File: src/rtl/ppx_pkg.sv
package ppx_pkg;

    localparam int BYTE_W = 8;
    localparam logic [7:0] CFG_A_VALUE = 8'h10;

    typedef enum logic [2:0] {
        MODE_STD   = 3'b000,
        MODE_BIDIR = 3'b001,
        MODE_CFIFO = 3'b010,
        MODE_ECP   = 3'b011,
        MODE_RSV4  = 3'b100,
        MODE_RSV5  = 3'b101,
        MODE_TEST  = 3'b110,
        MODE_CFG   = 3'b111
    } port_mode_e;

    typedef enum logic [2:0] {
        SEL_DATA  = 3'd0,
        SEL_STAT  = 3'd1,
        SEL_CTRL  = 3'd2,
        SEL_AFIFO = 3'd3,
        SEL_DFIFO = 3'd4,
        SEL_CFGA  = 3'd5,
        SEL_CFGB  = 3'd6,
        SEL_ECR   = 3'd7
    } reg_sel_e;

    typedef struct packed {
        logic              is_cmd;
        logic [BYTE_W-1:0] val;
    } fifo_entry_t;

    typedef struct packed {
        port_mode_e mode;
        logic       err_ie_n;
        logic       dma_en;
        logic       svc;
        logic       full;
        logic       empty;
    } ecr_t;

    function automatic logic buf_mode(input port_mode_e m);
        return (m == MODE_CFIFO) || (m == MODE_ECP) || (m == MODE_TEST);
    endfunction

    function automatic logic cable_drain_mode(input port_mode_e m);
        return (m == MODE_CFIFO) || (m == MODE_ECP);
    endfunction

endpackage

File: src/rtl/ppx_fifo.sv
module ppx_fifo
    import ppx_pkg::*;
#(
    parameter int DEPTH = 16,
    localparam int PW = $clog2(DEPTH),
    localparam int CW = $clog2(DEPTH + 1)
) (
    input  logic        clk,
    input  logic        rst,
    input  logic        flush,
    input  logic        push,
    input  fifo_entry_t push_entry,
    input  logic        pop,
    output fifo_entry_t head,
    output logic [CW-1:0] cnt,
    output logic        full,
    output logic        empty,
    output logic        ovf
);

    fifo_entry_t   mem [DEPTH];
    logic [PW-1:0] wptr, rptr;
    logic          push_ok, pop_ok;

    assign full    = (cnt == CW'(DEPTH));
    assign empty   = (cnt == '0);
    assign push_ok = push && !full && !flush;
    assign pop_ok  = pop && !empty && !flush;
    assign head    = mem[rptr];

    function automatic logic [PW-1:0] nxt(input logic [PW-1:0] p);
        return (p == PW'(DEPTH - 1)) ? '0 : p + 1'b1;
    endfunction

    always_ff @(posedge clk) begin
        if (push_ok) mem[wptr] <= push_entry;
    end

    always_ff @(posedge clk) begin
        if (rst || flush) begin
            wptr <= '0;
            rptr <= '0;
            cnt  <= '0;
        end else begin
            if (push_ok) wptr <= nxt(wptr);
            if (pop_ok)  rptr <= nxt(rptr);
            case ({push_ok, pop_ok})
                2'b10:   cnt <= cnt + 1'b1;
                2'b01:   cnt <= cnt - 1'b1;
                default: cnt <= cnt;
            endcase
        end
    end

    always_ff @(posedge clk) begin
        if (rst || flush) ovf <= 1'b0;
        else if (push && full) ovf <= 1'b1;
    end

    p_no_overflow_r5: assert property (@(posedge clk) disable iff (rst)
        cnt <= CW'(DEPTH));
    p_drop_flags_r5: assert property (@(posedge clk) disable iff (rst)
        (push && full && !flush) |=> ovf);
    p_flush_empties_r8: assert property (@(posedge clk) disable iff (rst)
        flush |=> empty);
    p_count_up_r3: assert property (@(posedge clk) disable iff (rst)
        (push && !full && !pop && !flush) |=> (cnt == $past(cnt) + 1'b1));

endmodule

File: src/rtl/ppx_ecr.sv
module ppx_ecr
    import ppx_pkg::*;
#(
    parameter int DEPTH  = 16,
    parameter int THRESH = 8,
    localparam int CW = $clog2(DEPTH + 1)
) (
    input  logic          clk,
    input  logic          rst,
    input  logic          wr,
    input  logic [7:0]    wdata,
    input  logic          dir_rev,
    input  logic [CW-1:0] cnt,
    input  logic          full,
    input  logic          empty,
    output port_mode_e    mode,
    output logic          svc,
    output logic          flush,
    output ecr_t          value
);

    logic       err_ie_n, dma_en, cond, cond_q;
    port_mode_e new_mode;

    assign new_mode = port_mode_e'(wdata[7:5]);
    assign flush    = wr && (new_mode != mode);
    assign cond     = buf_mode(mode) && !dma_en &&
                      (dir_rev ? (cnt >= CW'(THRESH)) : (cnt <= CW'(DEPTH - THRESH)));

    always_ff @(posedge clk) begin
        if (rst) begin
            mode     <= MODE_STD;
            err_ie_n <= 1'b0;
            dma_en   <= 1'b0;
            svc      <= 1'b0;
            cond_q   <= 1'b0;
        end else begin
            cond_q <= cond;
            if (wr) begin
                mode     <= new_mode;
                err_ie_n <= wdata[4];
                dma_en   <= wdata[3];
            end
            if (cond && !cond_q)   svc <= 1'b1;
            else if (wr && !wdata[2]) svc <= 1'b0;
        end
    end

    always_comb begin
        value.mode     = mode;
        value.err_ie_n = err_ie_n;
        value.dma_en   = dma_en;
        value.svc      = svc;
        value.full     = full;
        value.empty    = empty;
    end

    p_svc_pio_only_r9: assert property (@(posedge clk) disable iff (rst)
        $rose(svc) |-> !$past(dma_en));
    p_full_empty_excl_r4: assert property (@(posedge clk) disable iff (rst)
        !(value.full && value.empty));

endmodule

File: src/rtl/ppx_host_regs.sv
module ppx_host_regs
    import ppx_pkg::*;
#(
    parameter int DEPTH  = 16,
    parameter int THRESH = 8,
    localparam int CW = $clog2(DEPTH + 1)
) (
    input  logic       clk,
    input  logic       rst,
    input  logic [2:0] bus_addr,
    input  logic       bus_wr,
    input  logic       bus_rd,
    input  logic [7:0] bus_wdata,
    output logic [7:0] bus_rdata,
    input  logic [4:0] stat_i,
    input  logic [2:0] cfg_irq_i,
    input  logic [2:0] cfg_dma_i,
    output logic [7:0] pdata_o,
    output logic [5:0] ctrl_o,
    input  logic       cab_pop_i,
    output logic       cab_valid_o,
    output logic [7:0] cab_data_o,
    output logic       cab_cmd_o,
    input  logic       cab_push_i,
    input  logic [7:0] cab_wdata_i,
    output logic       ovf_o,
    output logic       svc_o
);

    reg_sel_e    sel;
    port_mode_e  mode;
    ecr_t        ecr_val;
    fifo_entry_t head, push_entry;
    logic [CW-1:0] cnt;
    logic [7:0]  data_q;
    logic [5:0]  ctrl_q;
    logic        dir_rev, full, empty, flush;
    logic        host_wr_data, host_wr_addr, host_pop, cab_pop, cab_push;
    logic        push, pop, ecr_wr;

    assign sel     = reg_sel_e'(bus_addr);
    assign dir_rev = ctrl_q[5];
    assign ecr_wr  = bus_wr && (sel == SEL_ECR);

    // Window gating by mode and direction
    assign host_wr_data = bus_wr && (sel == SEL_DFIFO) && buf_mode(mode) &&
                          ((mode == MODE_TEST) || !dir_rev);
    assign host_wr_addr = bus_wr && (sel == SEL_AFIFO) && (mode == MODE_ECP) && !dir_rev;
    assign host_pop     = bus_rd && (sel == SEL_DFIFO) &&
                          ((mode == MODE_TEST) || ((mode == MODE_ECP) && dir_rev));
    assign cab_pop      = cab_pop_i && !dir_rev && cable_drain_mode(mode);
    assign cab_push     = cab_push_i && dir_rev && (mode == MODE_ECP);

    assign push = host_wr_data || host_wr_addr || cab_push;
    assign pop  = host_pop || cab_pop;

    always_comb begin
        if (cab_push) begin
            push_entry.is_cmd = 1'b0;
            push_entry.val    = cab_wdata_i;
        end else begin
            push_entry.is_cmd = host_wr_addr;
            push_entry.val    = bus_wdata;
        end
    end

    always_ff @(posedge clk) begin
        if (rst) begin
            data_q <= '0;
            ctrl_q <= '0;
        end else if (bus_wr) begin
            if (sel == SEL_DATA) data_q <= bus_wdata;
            if (sel == SEL_CTRL) ctrl_q <= bus_wdata[5:0];
        end
    end

    ppx_fifo #(.DEPTH(DEPTH)) u_fifo (
        .clk        (clk),
        .rst        (rst),
        .flush      (flush),
        .push       (push),
        .push_entry (push_entry),
        .pop        (pop),
        .head       (head),
        .cnt        (cnt),
        .full       (full),
        .empty      (empty),
        .ovf        (ovf_o)
    );

    ppx_ecr #(.DEPTH(DEPTH), .THRESH(THRESH)) u_ecr (
        .clk     (clk),
        .rst     (rst),
        .wr      (ecr_wr),
        .wdata   (bus_wdata),
        .dir_rev (dir_rev),
        .cnt     (cnt),
        .full    (full),
        .empty   (empty),
        .mode    (mode),
        .svc     (svc_o),
        .flush   (flush),
        .value   (ecr_val)
    );

    always_comb begin
        bus_rdata = '0;
        if (bus_rd) begin
            case (sel)
                SEL_DATA:  bus_rdata = data_q;
                SEL_STAT:  bus_rdata = {stat_i, 3'b000};
                SEL_CTRL:  bus_rdata = {2'b00, ctrl_q};
                SEL_AFIFO: bus_rdata = '0;
                SEL_DFIFO: bus_rdata = (host_pop && !empty) ? head.val : '0;
                SEL_CFGA:  bus_rdata = CFG_A_VALUE;
                SEL_CFGB:  bus_rdata = {2'b00, cfg_irq_i, cfg_dma_i};
                SEL_ECR:   bus_rdata = ecr_val;
                default:   bus_rdata = '0;
            endcase
        end
    end

    assign pdata_o     = data_q;
    assign ctrl_o      = ctrl_q;
    assign cab_valid_o = !empty;
    assign cab_data_o  = head.val;
    assign cab_cmd_o   = head.is_cmd;

    p_empty_read_zero_r6: assert property (@(posedge clk) disable iff (rst)
        (bus_rd && (sel == SEL_DFIFO) && !cab_valid_o) |-> (bus_rdata == 8'h00));
    p_status_low_zero_r2: assert property (@(posedge clk) disable iff (rst)
        (bus_rd && (sel == SEL_STAT)) |-> (bus_rdata[2:0] == 3'b000));
    p_idle_mode_frozen_r12: assert property (@(posedge clk) disable iff (rst)
        (!buf_mode(mode) && !ecr_wr) |=> $stable(cab_valid_o));

endmodule

File: config.mk
export PLATFORM = sky130hd
export DESIGN_NAME = ppx_host_regs
export DESIGN_NICKNAME = d
export VERILOG_FILES = /design/src/rtl/ppx_pkg.sv /design/src/rtl/ppx_fifo.sv /design/src/rtl/ppx_ecr.sv /design/src/rtl/ppx_host_regs.sv
export SDC_FILE = /design/constraint.sdc
export NUM_CORES = 1
export LEC_CHECK = 0
export CAP_MARGIN = 15
export CELL_PAD_IN_SITES_DETAIL_PLACEMENT = 1
export CELL_PAD_IN_SITES_GLOBAL_PLACEMENT = 1
export CORE_ASPECT_RATIO = 1.5
export CORE_MARGIN = 1.5
export CORE_UTILIZATION = 48
export CTS_CLUSTER_SIZE = 30
export DETAILED_ROUTE_END_ITERATION = 16
export PLACE_DENSITY_LB_ADDON = 0.12
export SLEW_MARGIN = 30
export SYNTH_ARGS = -nofsm -noshare
export SYNTH_HDL_FRONTEND = slang
export SYNTH_SLANG_ARGS = --single-unit
export TNS_END_PERCENT = 50
File: constraint.sdc
create_clock -name clk -period 4.1 [get_ports clk]
set_input_delay 0.41 -clock clk [delete_from_list [all_inputs] [get_ports clk]]
set_output_delay 0.41 -clock clk [all_outputs]
set_load 0.05 [all_outputs]
* Word-level counts from Yosys, hierarchy flattened *
Memory sizes are Yosys's and may differ from the RTL's. A register that Yosys moved wholly into a read port is not among the register bits.
Cells that the tools add are included.
W data, S select, Z words.

word-level totals
  memories = 1
  register bits after elaboration = 35
  input port bits = 36
  bits in writable memories = 144

memories
  memory      words  width  read ports  clocked after Yosys merged registers in  wr ports  line            RTL
  u_fifo.mem  16     9      1           1                                        1         ppx_fifo.sv:21  fifo_entry_t mem [DEPTH];

cells by class
  add/sub/neg operators = 4
  magnitude comparators = 2
  multiplexer cells = 14
  reductions and logical operators = 46
  eq/ne operators = 16

operators by type and width
  kind                   count
  $pmux W8 S8            1
  $logic_and A1 B1 Y1    25
  $mux W4                4
  $mux W8                2
  $eq A3 B3 Y1 const B   5
  $eq A3 B2 Y1 const B   4
  $pmux W5 S2            1
  $mux W9                1
  $add A4 B1 Y4 const B  2
  $eq A4 B4 Y1 const B   2
  $logic_or A1 B1 Y1     8
  $logic_not A1 Y1       7
  $add A5 B1 Y5 const B  1
  $eq A5 B5 Y1 const B   1
  $ge A5 B4 Y1 const B   1
  $le A5 B4 Y1 const B   1
  $logic_not A5 Y1       1
  $mux W1                5
  $sub A5 B1 Y5 const B  1
  $reduce_and A2 Y1      2
  $reduce_bool A2 Y1     2
  $eq A3 B1 Y1 const B   1
  $logic_not A3 Y1       1
  $ne A3 B3 Y1           1
  2 further kinds        2

* Depth between registers and ports, before layout *
  word-level depth = 11
  depth in mapped cells = 14
  gate-level depth less buffers = 13

* By module *
From an unflattened synthesis, not the netlist that was laid out.

second synthesis, totals
  cell total of the unflattened synthesis = 507
  area, all modules = 8094.0 um^2

by module, submodules not included
  module         cells each  area an instance (um^2)  instances
  ppx_fifo       321         6611.3                   1
  ppx_host_regs  145         1099.8                   1
  ppx_ecr        41          382.9                    1

* Worst setup path before layout *
Ideal clock, no wire load.

  path kind = in2reg
  from = input bus_wr
  to = register u_fifo.cnt[4]
  path slack = 810 ps
  setup time = 70 ps
  buffers on the path = 1
  cell stages on the path = 14
  data arrival time = 3220 ps
  data required time = 4030 ps
  path through = buf_2 -> nor4bb_1 -> and4b_1 -> o31ai_4 -> nor2_4 -> inv_2 -> ha_1 -> xor2_1 -> ha_1 -> a211o_1 -> a21oi_1 -> a221oi_1 -> or3_1 -> a21oi_1

between the ends
  longest elaborated chain between the ends = 9
  elaborated cells on any way between the ends = 19
  classes of those cells = 2 x eq/ne; 1 x mux; 16 x reduce/logical

RTL lines
  what                                                        line                                      RTL
  start, declared                                             ppx_host_regs.sv:11                       input logic bus_wr,
  $logic_and A1 B1 Y1, on equally long branches (3 in a row)  ppx_host_regs.sv:46, ppx_host_regs.sv:48
  $logic_or A1 B1 Y1 (2 in a row)                             ppx_host_regs.sv:54                       assign push = host_wr_data || host_wr_addr || cab_push;
  $logic_and A1 B1 Y1 (2 in a row)                            ppx_fifo.sv:27                            assign push_ok = push && !full && !flush;
  $eq A2 B1 Y1 or $eq A2 B2 Y1 (tied branches)                ppx_fifo.sv:47                            case ({push_ok, pop_ok})
  $pmux W5 S2 or $reduce_bool A2 Y1 (tied branches)           n/a
  end signal, assigned                                        ppx_fifo.sv:48                            2'b10: cnt <= cnt + 1'b1;
  end signal, assigned                                        ppx_fifo.sv:49                            2'b01: cnt <= cnt - 1'b1;
  end signal, assigned                                        ppx_fifo.sv:50                            default: cnt <= cnt;
  end, declared                                               ppx_fifo.sv:15                            output logic [CW-1:0] cnt,

Several ways; a longest one is shown, not always the timed one.
A chain may end at the register's enable or synchronous reset.

==> results.json <==
{
  "fin_skew_ns": 0.0128,
  "path_class": "register to output port",
  "p_leak_uw": 0.00310,
  "grt_setup_unrepaired": "false",
  "peakVddDrop_mv": 0.291,
  "ant_nets": 0,
  "synthCells": 542,
  "yosysTopAreaCell": "edfxtp_1",
  "syn-num-nets": 587,
  "synth_edf_count": 144,
  "num_rows": 57,
  "clk_pin_slew_ns": 0.07,
  "firstDrtPassIters": 4,
  "synth_area_leaders": "edfxtp_1 55%, mux4_2 11%, dfxtp_1 9.8%",
  "setup_viol": 0,
  "viasPerCell": 5.94,
  "dp.final_hpwl_mm": 14.3,
  "cts_max_path_buffers": 2,
  "layout-drive-gt1-share": 0.180,
  "antenna_found_initial": 0,
  "ys_ff_latch": 183,
  "drt-total-wl_mm": 20.6,
  "post-route-period-util": 0.928,
  "hp-class": "register to register",
  "grt_use_total": 0.256,
  "multi_input_area_sq_mm": 0.00263,
  "worstMarginPinSlew_ns": 0.899,
  "hold_viol_final": 0,
  "area_delta_synth_final_pct": 19.5,
  "ys.flop_type": "edfxtp_1",
  "clock-sinks": 183,
  "vias": 4980,
  "ys_seq_area_frac": 0.644,
  "synth_common_cells": "144 x edfxtp_1, 43 x nand2_1, 39 x dfxtp_1, 39 x mux4_2, 34 x a21oi_1",
  "power_frac_seq": 0.530,
  "setup_tns_ns": 0,
  "cts_inserted_buffers": 17,
  "combinationalPowerShare": 0.043,
  "cts_resized": 0,
  "synth_top_area_frac": 0.545,
  "start_util": 0.490,
  "die_area_sq_mm": 0.0173,
  "p_switching_uw": 852,
  "hold_buffers": 0,
  "wl_per_cell_um": 24.6,
  "slew_headroom": 0.399,
  "nFillCells": 1542,
  "first_global_vias": 5322,
  "grt-ovfl-total": 0,
  "clock_latency_ns": 0.43,
  "dieHeight_um": 160,
  "fmax_ghz": 0.263,
  "crit_required_ns": 3.69,
  "power.share.switching": 0.226,
  "fin_nets": 664,
  "coreArea_sq_mm": 0.0162,
  "ff_latch_area_sq_mm": 0.00511,
  "grt_max_degree": 29,
  "slew_viol_final": 0,
  "worst_setup_path_start_kind": "register",
  "clkPwrFrac": 0.427,
  "postCtsSetupRepairBufs": 0,
  "outcome": "completed",
  "drv_cap": 0,
  "syn_area_sq_mm": 0.00793,
  "powerDensity_mw_per_mm2": 399,
  "initialDrtViolationCount": 459,
  "setup_ws_ns": 0.296,
  "arrival_ns": 3.39,
  "io_buffers": 69,
  "fin_crit_ns": 3.80,
  "grt_pass1_wl_mm": 31.8,
  "yosysMostFrequentCell": "edfxtp_1",
  "globalplace.congestion": 0.865,
  "clock-root-buffer": "clkbuf_16",
  "die_width_um": 108,
  "yosysWarnings": 0,
  "htree_levels": 4,
  "synth_cell_types": 60,
  "drcViolationCount": 0,
  "cp_max_fo": 10,
  "avgSynthCellArea_sq_um": 14.6,
  "crit_path_end_kind": "output port",
  "tritoncts": "done",
  "pin_count": 70,
  "async_reset_ff_frac": 0,
  "internal-power_uw": 2920,
  "pre_cts_ws_ns": 0.130,
  "antenna_cells": 0
}
state kept, by name, indices dropped and copies added, names as in the netlist, named ones only:
| signal | cells |
|---|---|
| u_ecr.cond_q | 1 |
| u_fifo.rptr | 4 |
| u_ecr.err_ie_n | 1 |
| u_fifo.wptr | 4 |
| pdata_o | 8 |
| u_ecr.mode | 3 |
| u_ecr.svc | 1 |
| u_fifo.ovf | 1 |
| u_ecr.dma_en | 1 |
| u_fifo.cnt | 5 |
| u_fifo.mem | 144 |
| ctrl_o | 6 |
per-layer routing:
| layer | track usage | part of all wire |
|---|---|---|
| met1 | 0.323 | 0.41 |
| met2 | 0.440 | 0.53 |
| met3 | 0.0418 | 0.038 |
| met4 | 0.0945 | 0.027 |
| met5 | 0 | 0 |
layout by cell type (no fill, tap or decap), types with 3 or more instances in the layout:
cell	netlist	final
a211o_1	3	3
a21boi_0	3	3
a21oi_1	34	34
a22oi_1	5	5
and3_1	4	4
and4b_1	7	7
buf_4	1	26
clkbuf_16	0	17
clkdlybuf4s50_1	0	63
clkinv_4	0	5
dfxtp_1	39	38
edfxtp_1	144	144
ha_1	9	9
inv_1	11	11
inv_2	6	6
inv_6	0	3
inv_8	0	3
mux2_1	8	8
mux2i_1	10	10
mux4_2	39	39
nand2_1	43	43
nand3_1	24	24
nor2_1	31	31
nor2b_1	5	5
nor3_1	5	5
o21a_1	4	4
o21ai_0	18	18
o21ai_1	6	6
o22a_1	3	3
or3_1	5	5
xnor2_1	4	4
xor2_1	3	3
critical path, stage by stage, from the launching register on:
cell and delay (ns):
dfxtp_1 0.77, mux4_2 0.61, mux4_2 0.57, a221oi_2 0.25, nor2_1 0.07, clkdlybuf4s50_1 0.70
final cells by class:
type	instances	area share
flip-flops and latches	183	0.539
multi-input cells	311	0.278
repair buffers	89	0.0872
clock buffers	17	0.0449
well taps	206	0.0272
clock inverters	15	0.0172
inverters	17	0.00674
kinds of logic (layout without fill, tap and decap cells):
group / count (synthesis) / after routing / synth area share
mux: 58 / 58 / 0.136
fa+ha+maj: 9 / 9 / 0.0142
simple gates: 141 / 141 / 0.0931
compound gates: 96 / 96 / 0.0791
buf+inv: 48 / 138 / 0.0260
flops: 183 / 183 / 0.644
xor+xnor: 7 / 7 / 0.00773
per-stage QoR:
stage | area [sq um] | utilization | hold slack (ns) | power (uW) | std cells
after floorplan | 7930 | - | 0.390 | 2130 | 542
after global placement | 8880 | 0.549 | 0.396 | 2200 | 806
after detailed placement | 8880 | 0.549 | 0.405 | 2200 | 806
after CTS | 9470 | 0.585 | 0.415 | 3800 | 838
after global routing | 9470 | 0.585 | 0.441 | 3890 | 838
final | 9470 | 0.585 | 0.417 | 3780 | 838
power by group through the flow:
| stage | logic (uW) | registers, uW | clock network, uW |
|---|---|---|---|
| finish | 161 | 2000 | 1610 |
| global route | 173 | 2000 | 1710 |
| CTS | 161 | 2000 | 1640 |
| detailed placement | 161 | 2040 | 0 |
| global placement | 158 | 2040 | 0 |
| floorplan | 74.2 | 2050 | 0 |
worst paths after layout:
kind,from,end,slack (ns),depth (start not counted)
min reg2reg,u_ecr.cond_q,u_ecr.svc,0.42,1
max reg2reg,u_ecr.mode[1],u_fifo.cnt[4],0.63,13
min,u_ecr.cond_q,u_ecr.svc,0.42,1
max,register,bus_rdata[7],0.30,5
Note: power is estimated with default switching activity, not from simulation.
